[src/rtl/ssp_pkg.sv]
`timescale 1ns/1ps
package ssp_pkg;

  localparam int unsigned CAUSE_W = 6;
  localparam logic [CAUSE_W-1:0] CAUSE_ILLEGAL = 6'd2;
  localparam logic [CAUSE_W-1:0] CAUSE_SWCHECK = 6'd18;
  localparam logic [CAUSE_W-1:0] CAUSE_VIRTUAL = 6'd22;

  localparam logic [2:0] PRIV_U  = 3'b000;
  localparam logic [2:0] PRIV_S  = 3'b001;
  localparam logic [2:0] PRIV_M  = 3'b011;
  localparam logic [2:0] PRIV_VU = 3'b100;
  localparam logic [2:0] PRIV_VS = 3'b101;

  localparam logic [31:0] ENC_PUSH_X1 = 32'hCE10_4073;
  localparam logic [31:0] ENC_PUSH_X5 = 32'hCE50_4073;
  localparam logic [31:0] ENC_POP_X1  = 32'hCDC0_C073;
  localparam logic [31:0] ENC_POP_X5  = 32'hCDC2_C073;
  localparam logic [31:0] ENC_RDP_MSK = 32'hFFFF_F07F;
  localparam logic [31:0] ENC_RDP_VAL = 32'hCDC0_4073;
  localparam logic [15:0] ENC_C_PUSH  = 16'h6081;
  localparam logic [15:0] ENC_C_POP   = 16'h6281;

  typedef enum logic [1:0] {SOP_NONE, SOP_PUSH, SOP_POPCHK, SOP_RDPTR} sop_e;

  typedef enum logic [2:0] {GT_UNIMPL, GT_ILLEGAL, GT_VIRTUAL, GT_OFF, GT_ON} gate_e;

  typedef struct packed {
    sop_e       op;
    logic       use_x5;
    logic [4:0] rd;
  } sdec_t;

endpackage

[src/rtl/ssp_decode.sv]
`timescale 1ns/1ps
module ssp_decode
  import ssp_pkg::*;
(
  input  logic [31:0] instr,
  output sdec_t       dec,
  output logic        is_short
);

  always_comb begin
    dec.op     = SOP_NONE;
    dec.use_x5 = 1'b0;
    dec.rd     = 5'd0;
    is_short   = (instr[1:0] != 2'b11);
    if (is_short) begin
      if (instr[15:0] == ENC_C_PUSH) begin
        dec.op = SOP_PUSH;
      end else if (instr[15:0] == ENC_C_POP) begin
        dec.op     = SOP_POPCHK;
        dec.use_x5 = 1'b1;
      end
    end else begin
      if (instr == ENC_PUSH_X1) begin
        dec.op = SOP_PUSH;
      end else if (instr == ENC_PUSH_X5) begin
        dec.op     = SOP_PUSH;
        dec.use_x5 = 1'b1;
      end else if (instr == ENC_POP_X1) begin
        dec.op = SOP_POPCHK;
      end else if (instr == ENC_POP_X5) begin
        dec.op     = SOP_POPCHK;
        dec.use_x5 = 1'b1;
      end else if (((instr & ENC_RDP_MSK) == ENC_RDP_VAL) && (instr[11:7] != 5'd0)) begin
        dec.op = SOP_RDPTR;
        dec.rd = instr[11:7];
      end
    end
  end

endmodule

[src/rtl/ssp_gate.sv]
`timescale 1ns/1ps
module ssp_gate
  import ssp_pkg::*;
(
  input  logic [2:0] priv,
  input  logic       sse_m,
  input  logic       sse_h,
  input  logic       sse_s,
  input  logic       present,
  output gate_e      outcome
);

  logic in_m, in_u, in_vs, in_vu;
  logic deny_ill, deny_virt;

  always_comb begin
    in_m  = (priv == PRIV_M);
    in_u  = (priv == PRIV_U);
    in_vs = (priv == PRIV_VS);
    in_vu = (priv == PRIV_VU);
    deny_ill  = (!in_m && !sse_m) || (in_u && !sse_s);
    deny_virt = (in_vs && !sse_h) || (in_vu && (!sse_h || !sse_s));
    if (!present)                    outcome = GT_UNIMPL;
    else if (deny_ill)               outcome = GT_ILLEGAL;
    else if (deny_virt)              outcome = GT_VIRTUAL;
    else if (sse_m | sse_h | sse_s)  outcome = GT_ON;
    else                             outcome = GT_OFF;
  end

endmodule

[src/rtl/ssp_unit.sv]
`timescale 1ns/1ps
module ssp_unit
  import ssp_pkg::*;
#(
  parameter int unsigned XLEN = 64
) (
  input  logic               clk,
  input  logic               rst_n,
  input  logic               op_valid,
  input  logic [31:0]        op_instr,
  input  logic [2:0]         op_priv,
  input  logic               sse_m,
  input  logic               sse_h,
  input  logic               sse_s,
  input  logic               ssp_present,
  input  logic [XLEN-1:0]    link_x1,
  input  logic [XLEN-1:0]    link_x5,
  input  logic               ssp_wr_en,
  input  logic [XLEN-1:0]    ssp_wr_data,
  output logic               busy,
  output logic               mem_req,
  output logic               mem_we,
  output logic [XLEN-1:0]    mem_addr,
  output logic [XLEN-1:0]    mem_wdata,
  input  logic               mem_ready,
  input  logic [XLEN-1:0]    mem_rdata,
  output logic               done,
  output logic               rd_we,
  output logic [4:0]         rd_addr,
  output logic [XLEN-1:0]    rd_data,
  output logic               trap_valid,
  output logic [CAUSE_W-1:0] trap_cause,
  output logic [31:0]        trap_tval
);

  localparam int unsigned      WORD_BYTES = XLEN / 8;
  localparam logic [XLEN-1:0]  STEP       = XLEN'(WORD_BYTES);

  typedef enum logic {ST_IDLE, ST_MEM} st_e;

  sdec_t dec;
  logic  is_short;
  gate_e gate;

  ssp_decode u_dec (.instr(op_instr), .dec(dec), .is_short(is_short));

  ssp_gate u_gate (
    .priv(op_priv), .sse_m(sse_m), .sse_h(sse_h), .sse_s(sse_s),
    .present(ssp_present), .outcome(gate)
  );

  st_e               st_q, st_d;
  logic [XLEN-1:0]   ptr_q, ptr_d;
  logic              ptr_en;
  logic              rq_en;
  logic              rq_we_q, rq_we_d;
  logic [XLEN-1:0]   rq_addr_q, rq_addr_d;
  logic [XLEN-1:0]   rq_data_q, rq_data_d;
  logic [31:0]       ins_q, ins_d;
  logic              done_q, done_d;
  logic              trap_q, trap_d;
  logic              rdwe_q, rdwe_d;
  logic [CAUSE_W-1:0] cause_q, cause_d;
  logic [31:0]       tval_q, tval_d;
  logic [4:0]        rdaddr_q, rdaddr_d;
  logic [XLEN-1:0]   rddata_q, rddata_d;
  logic [XLEN-1:0]   link_sel;
  logic [31:0]       ins_ext;

  // next-state logic
  always_comb begin
    st_d      = st_q;
    ptr_d     = ptr_q;
    ptr_en    = 1'b0;
    rq_en     = 1'b0;
    rq_we_d   = rq_we_q;
    rq_addr_d = rq_addr_q;
    rq_data_d = rq_data_q;
    ins_d     = ins_q;
    done_d    = 1'b0;
    trap_d    = 1'b0;
    rdwe_d    = 1'b0;
    cause_d   = cause_q;
    tval_d    = tval_q;
    rdaddr_d  = rdaddr_q;
    rddata_d  = rddata_q;
    link_sel  = dec.use_x5 ? link_x5 : link_x1;
    ins_ext   = is_short ? {16'h0000, op_instr[15:0]} : op_instr;

    unique case (st_q)
      ST_IDLE: begin
        if (ssp_wr_en) begin
          ptr_d  = ssp_wr_data;
          ptr_en = 1'b1;
        end
        if (op_valid) begin
          tval_d = ins_ext;
          if (dec.op == SOP_NONE) begin
            done_d = 1'b1;
          end else begin
            unique case (gate)
              GT_UNIMPL, GT_ILLEGAL: begin
                done_d  = 1'b1;
                trap_d  = 1'b1;
                cause_d = CAUSE_ILLEGAL;
              end
              GT_VIRTUAL: begin
                done_d  = 1'b1;
                trap_d  = 1'b1;
                cause_d = CAUSE_VIRTUAL;
              end
              GT_OFF: begin
                done_d = 1'b1;
                if (dec.op == SOP_RDPTR) begin
                  rdwe_d   = 1'b1;
                  rdaddr_d = dec.rd;
                  rddata_d = '0;
                end
              end
              default: begin
                if (dec.op == SOP_RDPTR) begin
                  done_d   = 1'b1;
                  rdwe_d   = 1'b1;
                  rdaddr_d = dec.rd;
                  rddata_d = ptr_q;
                end else begin
                  st_d      = ST_MEM;
                  rq_en     = 1'b1;
                  rq_we_d   = (dec.op == SOP_PUSH);
                  rq_addr_d = (dec.op == SOP_PUSH) ? (ptr_q - STEP) : ptr_q;
                  rq_data_d = link_sel;
                  ins_d     = ins_ext;
                end
              end
            endcase
          end
        end
      end
      ST_MEM: begin
        if (mem_ready) begin
          st_d   = ST_IDLE;
          done_d = 1'b1;
          if (rq_we_q) begin
            ptr_d  = rq_addr_q;
            ptr_en = 1'b1;
          end else if (mem_rdata == rq_data_q) begin
            ptr_d  = rq_addr_q + STEP;
            ptr_en = 1'b1;
          end else begin
            trap_d  = 1'b1;
            cause_d = CAUSE_SWCHECK;
            tval_d  = ins_q;
          end
        end
      end
      default: st_d = ST_IDLE;
    endcase
  end

  // state registers
  always_ff @(posedge clk or negedge rst_n) begin
    if (!rst_n) begin
      st_q   <= ST_IDLE;
      done_q <= 1'b0;
      trap_q <= 1'b0;
      rdwe_q <= 1'b0;
    end else begin
      st_q   <= st_d;
      done_q <= done_d;
      trap_q <= trap_d;
      rdwe_q <= rdwe_d;
    end
  end

  always_ff @(posedge clk or negedge rst_n) begin
    if (!rst_n) begin
      ptr_q <= '0;
    end else if (ptr_en) begin
      ptr_q <= ptr_d;
    end
  end

  always_ff @(posedge clk or negedge rst_n) begin
    if (!rst_n) begin
      rq_we_q   <= 1'b0;
      rq_addr_q <= '0;
      rq_data_q <= '0;
      ins_q     <= '0;
    end else if (rq_en) begin
      rq_we_q   <= rq_we_d;
      rq_addr_q <= rq_addr_d;
      rq_data_q <= rq_data_d;
      ins_q     <= ins_d;
    end
  end

  always_ff @(posedge clk or negedge rst_n) begin
    if (!rst_n) begin
      cause_q  <= '0;
      tval_q   <= '0;
      rdaddr_q <= '0;
      rddata_q <= '0;
    end else if (done_d) begin
      cause_q  <= cause_d;
      tval_q   <= tval_d;
      rdaddr_q <= rdaddr_d;
      rddata_q <= rddata_d;
    end
  end

  assign busy       = (st_q == ST_MEM);
  assign mem_req    = (st_q == ST_MEM);
  assign mem_we     = rq_we_q;
  assign mem_addr   = rq_addr_q;
  assign mem_wdata  = rq_data_q;
  assign done       = done_q;
  assign trap_valid = trap_q;
  assign trap_cause = cause_q;
  assign trap_tval  = tval_q;
  assign rd_we      = rdwe_q;
  assign rd_addr    = rdaddr_q;
  assign rd_data    = rddata_q;

  // a virtual trap implies the illegal check already passed
  a_r3_ill_first: assert property (@(posedge clk) disable iff (!rst_n)
    (op_valid && !busy && gate == GT_VIRTUAL) |-> (sse_m && ssp_present));

  // refused or disabled operations never start a memory request
  a_r5_quiet_when_off: assert property (@(posedge clk) disable iff (!rst_n)
    (op_valid && !busy && gate != GT_ON) |=> !mem_req);

  // a push targets one word below the current pointer
  a_r6_push_addr: assert property (@(posedge clk) disable iff (!rst_n)
    (mem_req && mem_we) |-> (mem_addr == ptr_q - STEP));

  // the pointer takes the push address once the write is accepted
  a_r6_push_commit: assert property (@(posedge clk) disable iff (!rst_n)
    (mem_req && mem_ready && mem_we) |=> (ptr_q == $past(mem_addr)));

  // a mismatch traps with the software-check cause and leaves the pointer
  a_r7_mismatch_hold: assert property (@(posedge clk) disable iff (!rst_n)
    (mem_req && mem_ready && !mem_we && mem_rdata != mem_wdata)
    |=> (trap_valid && trap_cause == CAUSE_SWCHECK && $stable(ptr_q)));

  // an unaccepted request holds still
  a_r10_req_stable: assert property (@(posedge clk) disable iff (!rst_n)
    (mem_req && !mem_ready)
    |=> (mem_req && $stable(mem_addr) && $stable(mem_we) && $stable(mem_wdata)));

  // a trap never coincides with a register write
  a_r9_trap_excl: assert property (@(posedge clk) disable iff (!rst_n)
    trap_valid |-> (!rd_we && done));

endmodule

[config.mk]
export PLATFORM = sky130hd
export DESIGN_NAME = ssp_unit
export DESIGN_NICKNAME = d
export VERILOG_FILES = /design/src/rtl/ssp_pkg.sv /design/src/rtl/ssp_decode.sv /design/src/rtl/ssp_gate.sv /design/src/rtl/ssp_unit.sv
export SDC_FILE = /design/constraint.sdc
export NUM_CORES = 1
export LEC_CHECK = 0
export BUFFER_PORTS_ARGS = -buffer_cell sky130_fd_sc_hd__buf_2
export CORE_AREA = 2 2 230 255
export DETAILED_ROUTE_END_ITERATION = 10
export DIE_AREA = 0 0 232 257
export HOLD_SLACK_MARGIN = 0.03
export PLACE_DENSITY_LB_ADDON = 0.12
export SLEW_MARGIN = 10
export SYNTH_ARGS = -nofsm -noshare
export SYNTH_HDL_FRONTEND = slang
export SYNTH_SLANG_ARGS = --single-unit
[constraint.sdc]
create_clock -name clk -period 3.6 [get_ports clk]
set_input_delay 0.72 -clock clk [delete_from_list [all_inputs] [get_ports clk]]
set_output_delay 0.72 -clock clk [all_outputs]
set_load 0.005 [all_outputs]
### Word level (Yosys, flattened, before mapping)

Cells that the tools add are included.

* bits of input ports: 300
* logic and storage cells: 143
* output and inout port bits: 241
* register bits after elaboration: 336

* reductions and logical operators: 24
* add/sub/neg operators: 2
* bitwise logic cells: 7
* equal/unequal tests: 25
* muxes and demuxes: 72

Operators by type and width (count)
* $mux W64: 8
* $pmux W64 S2: 2
* $mux W32: 5
* $eq A32 B32 Y1 const B: 4
* $add A64 B4 Y64 const B: 1
* $eq A64 B64 Y1: 1
* $pmux W32 S2: 1
* $sub A64 B4 Y64 const B: 1
* $mux W6: 7
* $eq A16 B15 Y1 const B: 2
* $eq A27 B27 Y1 const B: 1
* $mux W1: 27
* $pmux W6 S2: 2
* $mux W3: 7
* $mux W5: 4
* $ne A2 B2 Y1 const B: 7
* $reduce_and A6 Y1: 2
* $mux W2: 5
* $eq A3 B2 Y1 const B: 3
* $pmux W1 S2: 4
* $reduce_and A7 Y1: 1
* $eq A3 B3 Y1 const B: 2
* $logic_not A3 Y1: 2
* $ne A3 B1 Y1 const B: 2
* 15 further kinds: 29

### Longest topological paths before layout

Gate-level depths: netlist of the first run.

* word-level depth: 15
* depth in mapped cells: 17
* gate-level depth less buffers: 15

### Hierarchy

From an unflattened synthesis of the first run, not the netlist that was laid out.

* cell total of the unflattened synthesis: 2004
* area total of the unflattened synthesis: 18242.5 sq um

By module, submodules not included
* ssp_unit: cells each 1956, area each 17873.4 sq um, sequential area each 8333.0 sq um, instances 1
* ssp_decode: cells each 35, area each 281.5 sq um, sequential area each 0.0 sq um, instances 1
* ssp_gate: cells each 13, area each 87.6 sq um, sequential area each 0.0 sq um, instances 1

### Worst setup path after synthesis of the first run

No wires, ideal clock.

* kind: input to register
* start: input op_instr[29]
* end: register rq_addr_q[48], in the netlist mem_addr[48]
* stages: 14
* arrival time: 4.542 ns
* data required time: 3.469 ns
* library setup time: 0.131 ns
* setup slack: -1.072 ns
* path buffers: 1
* cells stage by stage: nor4b_1 -> nand4_1 -> or3_1 -> or2_2 -> o221ai_1 -> ha_1 -> or3b_1 -> nor4_1 -> nand3_1 -> or4_1 -> buf_2 -> nor3_1 -> xnor2_1 -> o21ai_1

* cells in the longest elaborated chain, start to end: 15
* elaborated cells on any way between the ends: 24
* those cells by class: 7 x eq/ne; 12 x mux; 2 x bitwise; 3 x reduce/logical

Ends and longest elaborated chain
* start, declared: line ssp_unit.sv:10 `input logic [31:0] op_instr,`
* $eq A27 B27 Y1: line ssp_decode.sv:33 `end else if (((instr & ENC_RDP_MSK) == ENC_RDP_VAL) && (instr[11:7] != 5'd0)) begin`
* $logic_and A1 B1 Y1: line ssp_decode.sv:33
* $mux W2: line ssp_decode.sv:33
* $mux W2: line ssp_decode.sv:30 `end else if (instr == ENC_POP_X5) begin`
* $mux W2: line ssp_decode.sv:28 `end else if (instr == ENC_POP_X1) begin`
* $mux W3: line ssp_decode.sv:25 `end else if (instr == ENC_PUSH_X5) begin`
* $mux W2 *: line ssp_decode.sv:23 `if (instr == ENC_PUSH_X1) begin`
* $mux W3 *: line ssp_decode.sv:15 `if (is_short) begin`
* $eq A2 B2 Y1: line ssp_unit.sv:121 `if (dec.op == SOP_RDPTR) begin`
* $mux W1: line ssp_unit.sv:121
* $mux W1: line ssp_unit.sv:101 `unique case (gate)`
* $mux W1: line ssp_unit.sv:98 `if (dec.op == SOP_NONE) begin`
* $mux W1: line ssp_unit.sv:96 `if (op_valid) begin`
* $mux W1: line ssp_unit.sv:90 `unique case (st_q)`
* $reduce_and A6 Y1 (no source line)
* end signal, assigned: line ssp_unit.sv:191 `rq_addr_q <= rq_addr_d;`
* end, declared: line ssp_unit.sv:57 `logic [XLEN-1:0] rq_addr_q, rq_addr_d;`

Every way passes the cells marked *; elsewhere a longest branch is shown, timed or not.
A chain may end at the register's enable or synchronous reset.

### Worst setup path in the final report of the first run

* start: input op_instr[29]
* end: register tval_q[16], in the netlist trap_tval[16]

* cells in the longest elaborated chain, start to end: 15
* elaborated cells on any way between the ends: 20
* those cells by class: 6 x eq/ne; 11 x mux; 3 x reduce/logical

Ends and longest elaborated chain
* $eq A27 B27 Y1: line ssp_decode.sv:33
* $logic_and A1 B1 Y1: line ssp_decode.sv:33
* $mux W2: line ssp_decode.sv:33
* $mux W2: line ssp_decode.sv:30
* $mux W2: line ssp_decode.sv:28
* $mux W3: line ssp_decode.sv:25
* $mux W2 *: line ssp_decode.sv:23
* $mux W3 *: line ssp_decode.sv:15
* $eq A2 B2 Y1: line ssp_unit.sv:121
* $mux W1: line ssp_unit.sv:121
* $mux W1: line ssp_unit.sv:101
* $mux W1 *: line ssp_unit.sv:98
* $mux W1 *: line ssp_unit.sv:96
* $pmux W1 S2 *: line ssp_unit.sv:90
* $reduce_and A5 Y1 (no source line) *
* end signal, assigned: line ssp_unit.sv:205 `tval_q <= tval_d;`
* end, declared: line ssp_unit.sv:64 `logic [31:0] tval_q, tval_d;`

Marked as above.

==> results summary, run 1 <==
The reg-to-reg startpoint is ptr_q[31]$_DFFE_PN0P_. The number of global-route vias before repair came out at 16200. STA puts the critical path data arrival time at 4200 ps. Combinational logic burns 8.3% of the power. The achievable frequency is 265 MHz. The count of buffer and inverter cells on the critical path is 7.

The count of final hold-check violations is 0. The required time of the worst setup path came out at 4030 ps. In the synthesized netlist, the number of instances is 1818. Between clock sinks in the finished design, the worst skew comes to 20.4 ps. The headroom to the max-slew limit came out at 49.0%.

The total routed wirelength came out at 69000 um. The final number of max-transition violations is 0. The most numerous cell on the critical path is sky130_fd_sc_hd__buf_4.

After layout, the worst setup slack is -170 ps. The net switching power is 0.00224 W. STA classifies the critical path startpoint as an input port. The top-level I/O count came out at 541. Measured along the x axis, the die boundary spans 232 um. The final setup violation count came out at 184.

Prior to clock tree synthesis, the placed netlist has a worst setup slack of -793 ps. The worst setup path is of the input port to flop kind. After synthesis, flip-flops and latches occupy 49.1% of the total area.

The number of clock buffers inserted by TritonCTS is 42. The count of nets left with antenna violations once routing finished came out at 0. Internal power comes to 0.00682 W.

For the finished layout, the period the worst path requires is 3770 ps. By area the synthesized netlist is led by sky130_fd_sc_hd__dfrtp_1 (49%), sky130_fd_sc_hd__a21oi_1 (6.1%), sky130_fd_sc_hd__nand2_1 (5.9%). The largest single stage delay on the critical path is 470 ps.

The transition at the pin with the smallest max-transition slack came out at 759 ps. In this design, the largest share of critical-path delay is due to simple AND/OR/NAND/NOR gates. Dividing total power by cell area gives a power density of 380 nW/um2. The share of flip-flops with an asynchronous set or reset came out at 100%.

The flip-flop cell with the highest count after synthesis is sky130_fd_sc_hd__dfrtp_1. Dividing the detail-routed wire length by the instance count gives 21.5 um. In this run the mean area of a mapped cell was 9.33 um2. The final core area utilization came out at 41.8%. The clock passes through at most 3 buffers. The sequential share of power came out at 44.3%.

The die height is 257 um. STA classifies the critical path endpoint as a flop. The number of antenna violations at the first check in global routing came out at 3. The number of different library cells in the post-synthesis netlist came out at 53. The latest clock arrival within the worst-skew pair is 560 ps. The total via count in the routed design is 16321. The number of vias per cell after detailed routing came out at 5.08.

The number of enable flip-flop cells after synthesis came out at 0. The checks that failed: setup timing. The clock network accounts for 47.4% of the total power. The tool flagged a number of max-cap violations equal to 0. The number of nets in the final layout came out at 2736. The largest individual stage delay along the critical path comes from the cell sky130_fd_sc_hd__or4_4. The sum of overflow across all layers after global routing is 0. Of all nets on the critical path, the largest fanout is 8.

For this run, design rule violations remaining after detail routing come to 0. The first detailed-routing pass took 5 iterations. TritonCTS built the clock tree. The critical path goes through buf_2 -> nor4b_2 -> nand4_1 -> buf_4 -> or3_1 -> or2_4 -> o221ai_4 -> buf_4 -> buf_6 -> buf_6 -> inv_2 -> ha_4 -> or4_4 -> nor3_2 -> buf_4 -> or2_4 -> nor2_4 -> and3_4 -> a221o_1. Buffers inserted to repair hold after CTS numbered 0. The largest net degree at the start of global routing came out at 88. The number of DRC markers after the initial detailed-route iteration came out at 1105. The count of synthesis-stage warnings from yosys came out at 0. The root buffer cell chosen for the clock tree is sky130_fd_sc_hd__clkbuf_16. The leakage power is 11.4 nW. Clock-pin slew was measured on the worst setup and hold paths at 60 ps. In this run the core area contains 92 standard-cell rows. The cell type contributing the most total cell area after synthesis is sky130_fd_sc_hd__dfrtp_1.

The post-DP HPWL came out at 49600 um. Cells with a size suffix above 1 make up 37.8% of the layout. The layout overhead on the synthesized area is 40.5%. The wire length of the first global-routing pass is 102000 um. The netlist area before placement came out at 17000 um2. The floorplan step defined a die boundary enclosing 59600 um2. The proportion of netlist area held by the largest area contributor is 49.1%. In the finished design, the share of the clock period the worst path needs comes to 105%. Input and output buffers added on the ports amount to 537. The maximum ir drop on the vdd rail is 274 uV. Counting flops and latches in the post-synthesis netlist gives 333. The global-route usage over all layers is 22.1%. Net switching is 24.7% of the power. The initial core utilization is 29.8%. The maximum level of the CTS H-tree came out at 2. The flow ran to the end, but the final reports show violations.

The placer congestion estimate came out at 0.950. The overall power after layout is 0.00906 W. The total clock sinks is 333. The critical path starts at op_instr[29].

The min-delay analysis places its worst path in the category input port to async pin. The core area is 57000 um2. Setup repair after global routing could not meet its margin everywhere.
## routing by layer
| layer | global-route usage [%] | share of wire, % | vias up | wire, um |
|---|---|---|---|---|
| li1 | - | - | 7592 | - |
| met1 | 30.3 | 44 | 8125 | 30500 |
| met2 | 35.5 | 47 | 514 | 32800 |
| met3 | 4.47 | 6.0 | 90 | 4140 |
| met4 | 5.70 | 2.2 | 0 | 1530 |
| met5 | 0 | 0 | - | 0 |
## cell families after synthesis
group / count (synthesis) / synth area share [%]
xor+xnor: 183 / 9.45
fa+ha+maj: 5 / 0.369
buf+inv: 135 / 3.14
simple gates: 708 / 19.6
compound gates: 384 / 13.7
mux: 69 / 4.56
flops: 333 / 49.1
other cells: 1 / 0.0221
## repair_timing
| item | in CTS | in global routing |
|---|---|---|
| resized for setup | 15 | 81 |
| cloned | 1 | 10 |
| buffers inserted | 3 | 16 |
| setup endpoints to repair | 121 | 175 |
| pin swaps | 2 | 8 |
## synth_stat cells, drive strengths merged, types with 16 or more instances
cell and instances:
dfrtp 333, xnor2 92, inv 20, a21oi 207, nor2 166, a22o 69
and3 37, o21ai 69, nand4 17, nand2 268, nand3 58, nor3 44
nor4 48, or4 16, o211ai 16, buf 19, xor2 91, a221o 16
mux2 66, clkbuf 96
## stage by stage
| step | hold slack, ps | area, um2 | TNS [ps] | cells |
|---|---|---|---|---|
| 2_1_floorplan | 424 | 17400 | -39580 | 1820 |
| 3_3_place_gp | 451 | 21700 | -137020 | 3109 |
| 3_5_place_dp | 457 | 21700 | -138460 | 3109 |
| 4_1_cts | 179 | 23100 | -948 | 3185 |
| 5_1_grt | 208 | 23800 | -38990 | 3214 |
| 6_report | 161 | 23800 | -17610 | 3214 |
## sequential cells by signal (all words and copies together), names as in the netlist, 3 cells and up
signal / flops
ins_q: 32
mem_wdata: 64
ptr_q: 64
trap_tval: 32
rd_addr: 5
rd_data: 64
trap_cause: 3
mem_addr: 64
## cell usage in the layout, fill, tap and decap left out, types with 6 or more instances in the layout
cell	netlist	final
sky130_fd_sc_hd__nand3_1	58	54
sky130_fd_sc_hd__nor3_1	44	36
sky130_fd_sc_hd__mux2_2	58	58
sky130_fd_sc_hd__and3_4	0	26
sky130_fd_sc_hd__xnor2_1	92	92
sky130_fd_sc_hd__inv_1	20	18
sky130_fd_sc_hd__o21ai_0	49	36
sky130_fd_sc_hd__nor2_1	166	160
sky130_fd_sc_hd__nand2_1	268	267
sky130_fd_sc_hd__nor3_2	0	6
sky130_fd_sc_hd__dfrtp_1	333	332
sky130_fd_sc_hd__or4_1	14	11
sky130_fd_sc_hd__nor4_4	0	7
sky130_fd_sc_hd__buf_4	4	99
sky130_fd_sc_hd__a221o_1	16	16
sky130_fd_sc_hd__or2_2	10	6
sky130_fd_sc_hd__clkbuf_16	0	50
sky130_fd_sc_hd__buf_2	3	534
sky130_fd_sc_hd__xor2_1	91	91
sky130_fd_sc_hd__mux2_1	8	8
sky130_fd_sc_hd__buf_6	1	12
sky130_fd_sc_hd__o21ai_1	19	30
sky130_fd_sc_hd__a21oi_1	207	169
sky130_fd_sc_hd__clkbuf_1	96	10
sky130_fd_sc_hd__a21oi_2	0	33
sky130_fd_sc_hd__a22o_1	69	69
sky130_fd_sc_hd__o211ai_1	16	16
sky130_fd_sc_hd__and3_1	37	11
sky130_fd_sc_hd__buf_12	0	21
sky130_fd_sc_hd__or3_1	12	11
sky130_fd_sc_hd__nor4_1	43	38
sky130_fd_sc_hd__nand4_1	17	17
sky130_fd_sc_hd__clkinv_2	0	6
sky130_fd_sc_hd__clkbuf_8	0	8
## final timing paths
path                                             end  slack [ps]  depth (start not counted)
max in group asynchronous    rd_data[10]$_DFFE_PN0P_        2500                          2
setup / recovery           trap_tval[16]$_DFFE_PN0P_        -170                         19
min in group clk                      busy$_DFF_PN0_         380                          2
setup reg to reg            mem_addr[57]$_DFFE_PN0P_         360                          7
hold reg to reg                ins_q[17]$_DFFE_PN0P_         470                          2
hold / removal                 ins_q[16]$_DFFE_PN0P_         160                          1
## final cells by class
type	instances	area [um2]
fillers	5736	33100
clock inverters	12	175
inverters	20	82.6
repair buffers	681	4310
flip-flops and latches	333	8340
diodes	3	7.51
clock buffers	60	1200
well taps	752	941
multi-input cells	1353	8790
## power by group through the flow
| stage | Sequential (W) | Clock (W) | Combinational (W) |
|---|---|---|---|
| after global placement | 0.00408 | 0 | 0.000740 |
| after floorplan | 0.00403 | 0 | 0.000304 |
| after CTS | 0.00401 | 0.00442 | 0.000752 |
| after detailed placement | 0.00408 | 0 | 0.000746 |
| final | 0.00402 | 0.00429 | 0.000752 |
| after global routing | 0.00403 | 0.00457 | 0.000827 |
## worst reg2reg max path, stage by stage, from the launching register on
cell,delay [ps]
sky130_fd_sc_hd__dfrtp_1,440
sky130_fd_sc_hd__or3_4,440
sky130_fd_sc_hd__or4_4,530
sky130_fd_sc_hd__or3_1,500
sky130_fd_sc_hd__or4_4,650
sky130_fd_sc_hd__or3_1,350
sky130_fd_sc_hd__xor2_1,170
sky130_fd_sc_hd__o21ai_2,60
(Power assumes the default switching activity.)
==> run 2: changes to the inputs <==
==> constraint.sdc (replaced) <==
create_clock -name clk -period 3.6 [get_ports clk]
set_input_delay 0.54 -clock clk [delete_from_list [all_inputs] [get_ports clk]]
set_output_delay 0.54 -clock clk [all_outputs]
set_load 0.005 [all_outputs]
==> run 2 against run 1 <==
  * Register-to-register slack barely moved
  * Via count is 1.7% lower
  * Worst setup slack better by 120 ps
  * Flip-flop and latch count is the same
  * Largest power group unchanged
  * Critical path depth down 4
  * Maximum frequency up 3.3%
  * Non-clock buffer count shrank 14
  * Cell count fell by 0.44%
  * The flow still finishes with violations (setup timing)
  * Worst hold slack improved by 49 ps
  * Die area unchanged
  * Cell area decreased by 1.5%
==> results summary, run 2 (same netlist as run 1, synthesis figures left out) <==
The die area is 59600 um2. The total via count in the routed design is 16050. The number of clock buffers inserted by TritonCTS came out at 41.

The checks that failed: setup timing. The post-layout minimum cycle time came out at 3650 ps. The final setup violation count is 10. The required time of the worst setup path came out at 4040 ps. The CTS tree is done.

Power spread over the standard cell area amounts to 382 nW/um2. IR analysis of the VDD net gives a maximum drop of 250 uV. The headroom to the max-slew limit is 44.6%. The average detailed-routed wire length per instance is 21.8 um.

The largest fanout on the critical path is 5. The number of global-route vias before repair came out at 16089. The initial core utilization is 29.8%.

The final-layout setup total negative slack came out at -250 ps. The latest clock arrival within the worst-skew pair is 560 ps. The layout overhead on the synthesized area came out at 38.5%. The final critical-path share of the clock period came out at 101%. The run finished, with violations left. By startpoint and endpoint, the worst setup path is classified as input port to flop. Based on the critical path, the design can be clocked at up to 274 MHz.

The number of buffer cells added on primary ports came out at 537. The clock skew is 14.1 ps. The number of nets in the final layout is 2720.

The die span in x is 232 um. The sort of element at the start of the critical path is an input port. The core area is 57000 um2. The worst setup path is captured at a flop.

The total routed wirelength came out at 69800 um. The number of iterations in the first detailed-routing pass came out at 5. The data arrival at the endpoint of the critical path is 4090 ps. The placer congestion estimate is 1.01. Setup repair after global routing could not meet its margin everywhere. The clock tree root buffer cell is sky130_fd_sc_hd__clkbuf_16. The wire length of the first global-routing pass is 103000 um. The depth of the worst register-to-register path came out at 7. The post-detailed-route DRC marker count came out at 0. The number of antenna violations at the first check in global routing came out at 6. Dividing the detail-routed via count by the number of cells gives 5.02. The number of nets with antenna violations after detailed routing came out at 0.

The total clock sinks came out at 333. The largest net degree at the start of global routing is 105. The class of the worst hold path is input port to flop. The maximum clock insertion buffer count came out at 3.

The worst hold margin is 210 ps. Leaving out fill and tap cells, the most frequent cell in the layout is sky130_fd_sc_hd__buf_2. The cell row count is 92. The pre-CTS setup slack came out at -674 ps. The transition at the pin with the smallest max-transition slack is 828 ps. The top cell types in the final layout, fill and taps aside, are sky130_fd_sc_hd__buf_2 (533), sky130_fd_sc_hd__dfrtp_1 (332), sky130_fd_sc_hd__nand2_1 (268), sky130_fd_sc_hd__a21oi_1 (186), sky130_fd_sc_hd__nor2_1 (159). The final worst slack came out at -51.0 ps. The global-route usage over all layers came out at 22.5%. The total overflow left after global routing is 0. The number of DRC markers after the initial detailed-route iteration came out at 940. The final number of max-transition violations is 0. The overall power after layout came out at 0.00898 W. The die height came out at 257 um. The count of final hold-check violations came to 0. The post-route netlist has 36.2% of its cells at a drive strength greater than 1. The cell depth of the worst min-delay path is 3. The clock-pin slew on the worst setup and hold paths came out at 60 ps. The leakage power is 11.3 nW. The top-level I/O count is 541.

After legalization and detailed placement, the total HPWL measured 50100 um. The number of violations of the max-capacitance limit is 0. The H-tree was split into 2 levels.
run 2: worst paths after layout:
path	startpoint	to	slack (ps)
setup / recovery	op_instr[12]	mem_addr[52]$_DFFE_PN0P_	-50
setup reg to reg	ptr_q[31]$_DFFE_PN0P_	mem_addr[57]$_DFFE_PN0P_	350
max in group asynchronous	rst_n	rd_data[7]$_DFFE_PN0P_	2250
hold / removal	link_x5[58]	mem_wdata[58]$_DFFE_PN0P_	210
hold reg to reg	ins_q[25]$_DFFE_PN0P_	ins_q[25]$_DFFE_PN0P_	470
min in group asynchronous	rst_n	trap_tval[27]$_DFFE_PN0P_	450
run 2: critical path, stage by stage:
cell and delay (ps):
sky130_fd_sc_hd__buf_8 100, sky130_fd_sc_hd__nor4b_4 400, sky130_fd_sc_hd__nand3_1 160, sky130_fd_sc_hd__or4_4 550, sky130_fd_sc_hd__or2_4 250, sky130_fd_sc_hd__o221ai_4 80
sky130_fd_sc_hd__ha_4 180, sky130_fd_sc_hd__or3b_4 400, sky130_fd_sc_hd__nor4_4 210, sky130_fd_sc_hd__nand3_2 130, sky130_fd_sc_hd__or4_4 560, sky130_fd_sc_hd__buf_12 170
sky130_fd_sc_hd__nor4_4 140, sky130_fd_sc_hd__xnor2_1 150, sky130_fd_sc_hd__o21ai_1 70
run 2: area by class of cell:
type                    count  area, um2
clock inverters            10        110
clock buffers              62       1240
fillers                  5832      33500
repair buffers            667       4160
inverters                  20       80.1
well taps                 752        941
diodes                      4       10.0
multi-input cells        1352       8620
flip-flops and latches    333       8340
run 2: stage by stage:
step,std cells,util (%),area (um2)
3_5_place_dp,3099,37.8,21500
4_1_cts,3173,40.2,22900
2_1_floorplan,1820,-,17300
6_report,3200,41.2,23500
3_3_place_gp,3099,37.8,21500
5_1_grt,3199,41.2,23500
run 2: per-layer routing:
metal  vias to the layer above  track usage, %  part of all wire (%)
li1                       7563               -                     -
met1                      7958            30.5                    44
met2                       454            37.5                    48
met3                        71            4.23                   5.7
met4                         4            4.26                   1.6
met5                         -               0                 0.033
run 2: what timing repair did:
| item | CTS | global route |
|---|---|---|
| buffers inserted | 1 | 14 |
| pin swaps | 0 | 7 |
| gates cloned | 0 | 9 |
| hold buffers | 1 | 0 |
| resized for setup | 3 | 62 |
| endpoints found under the hold margin | 31 | 0 |
| setup endpoints to repair | 8 | 117 |
run 2: power breakdown:
part	switching, W	internal, W
clock	0.00171	0.00251
sequential	0.000161	0.00385
combinational	0.000372	0.000370
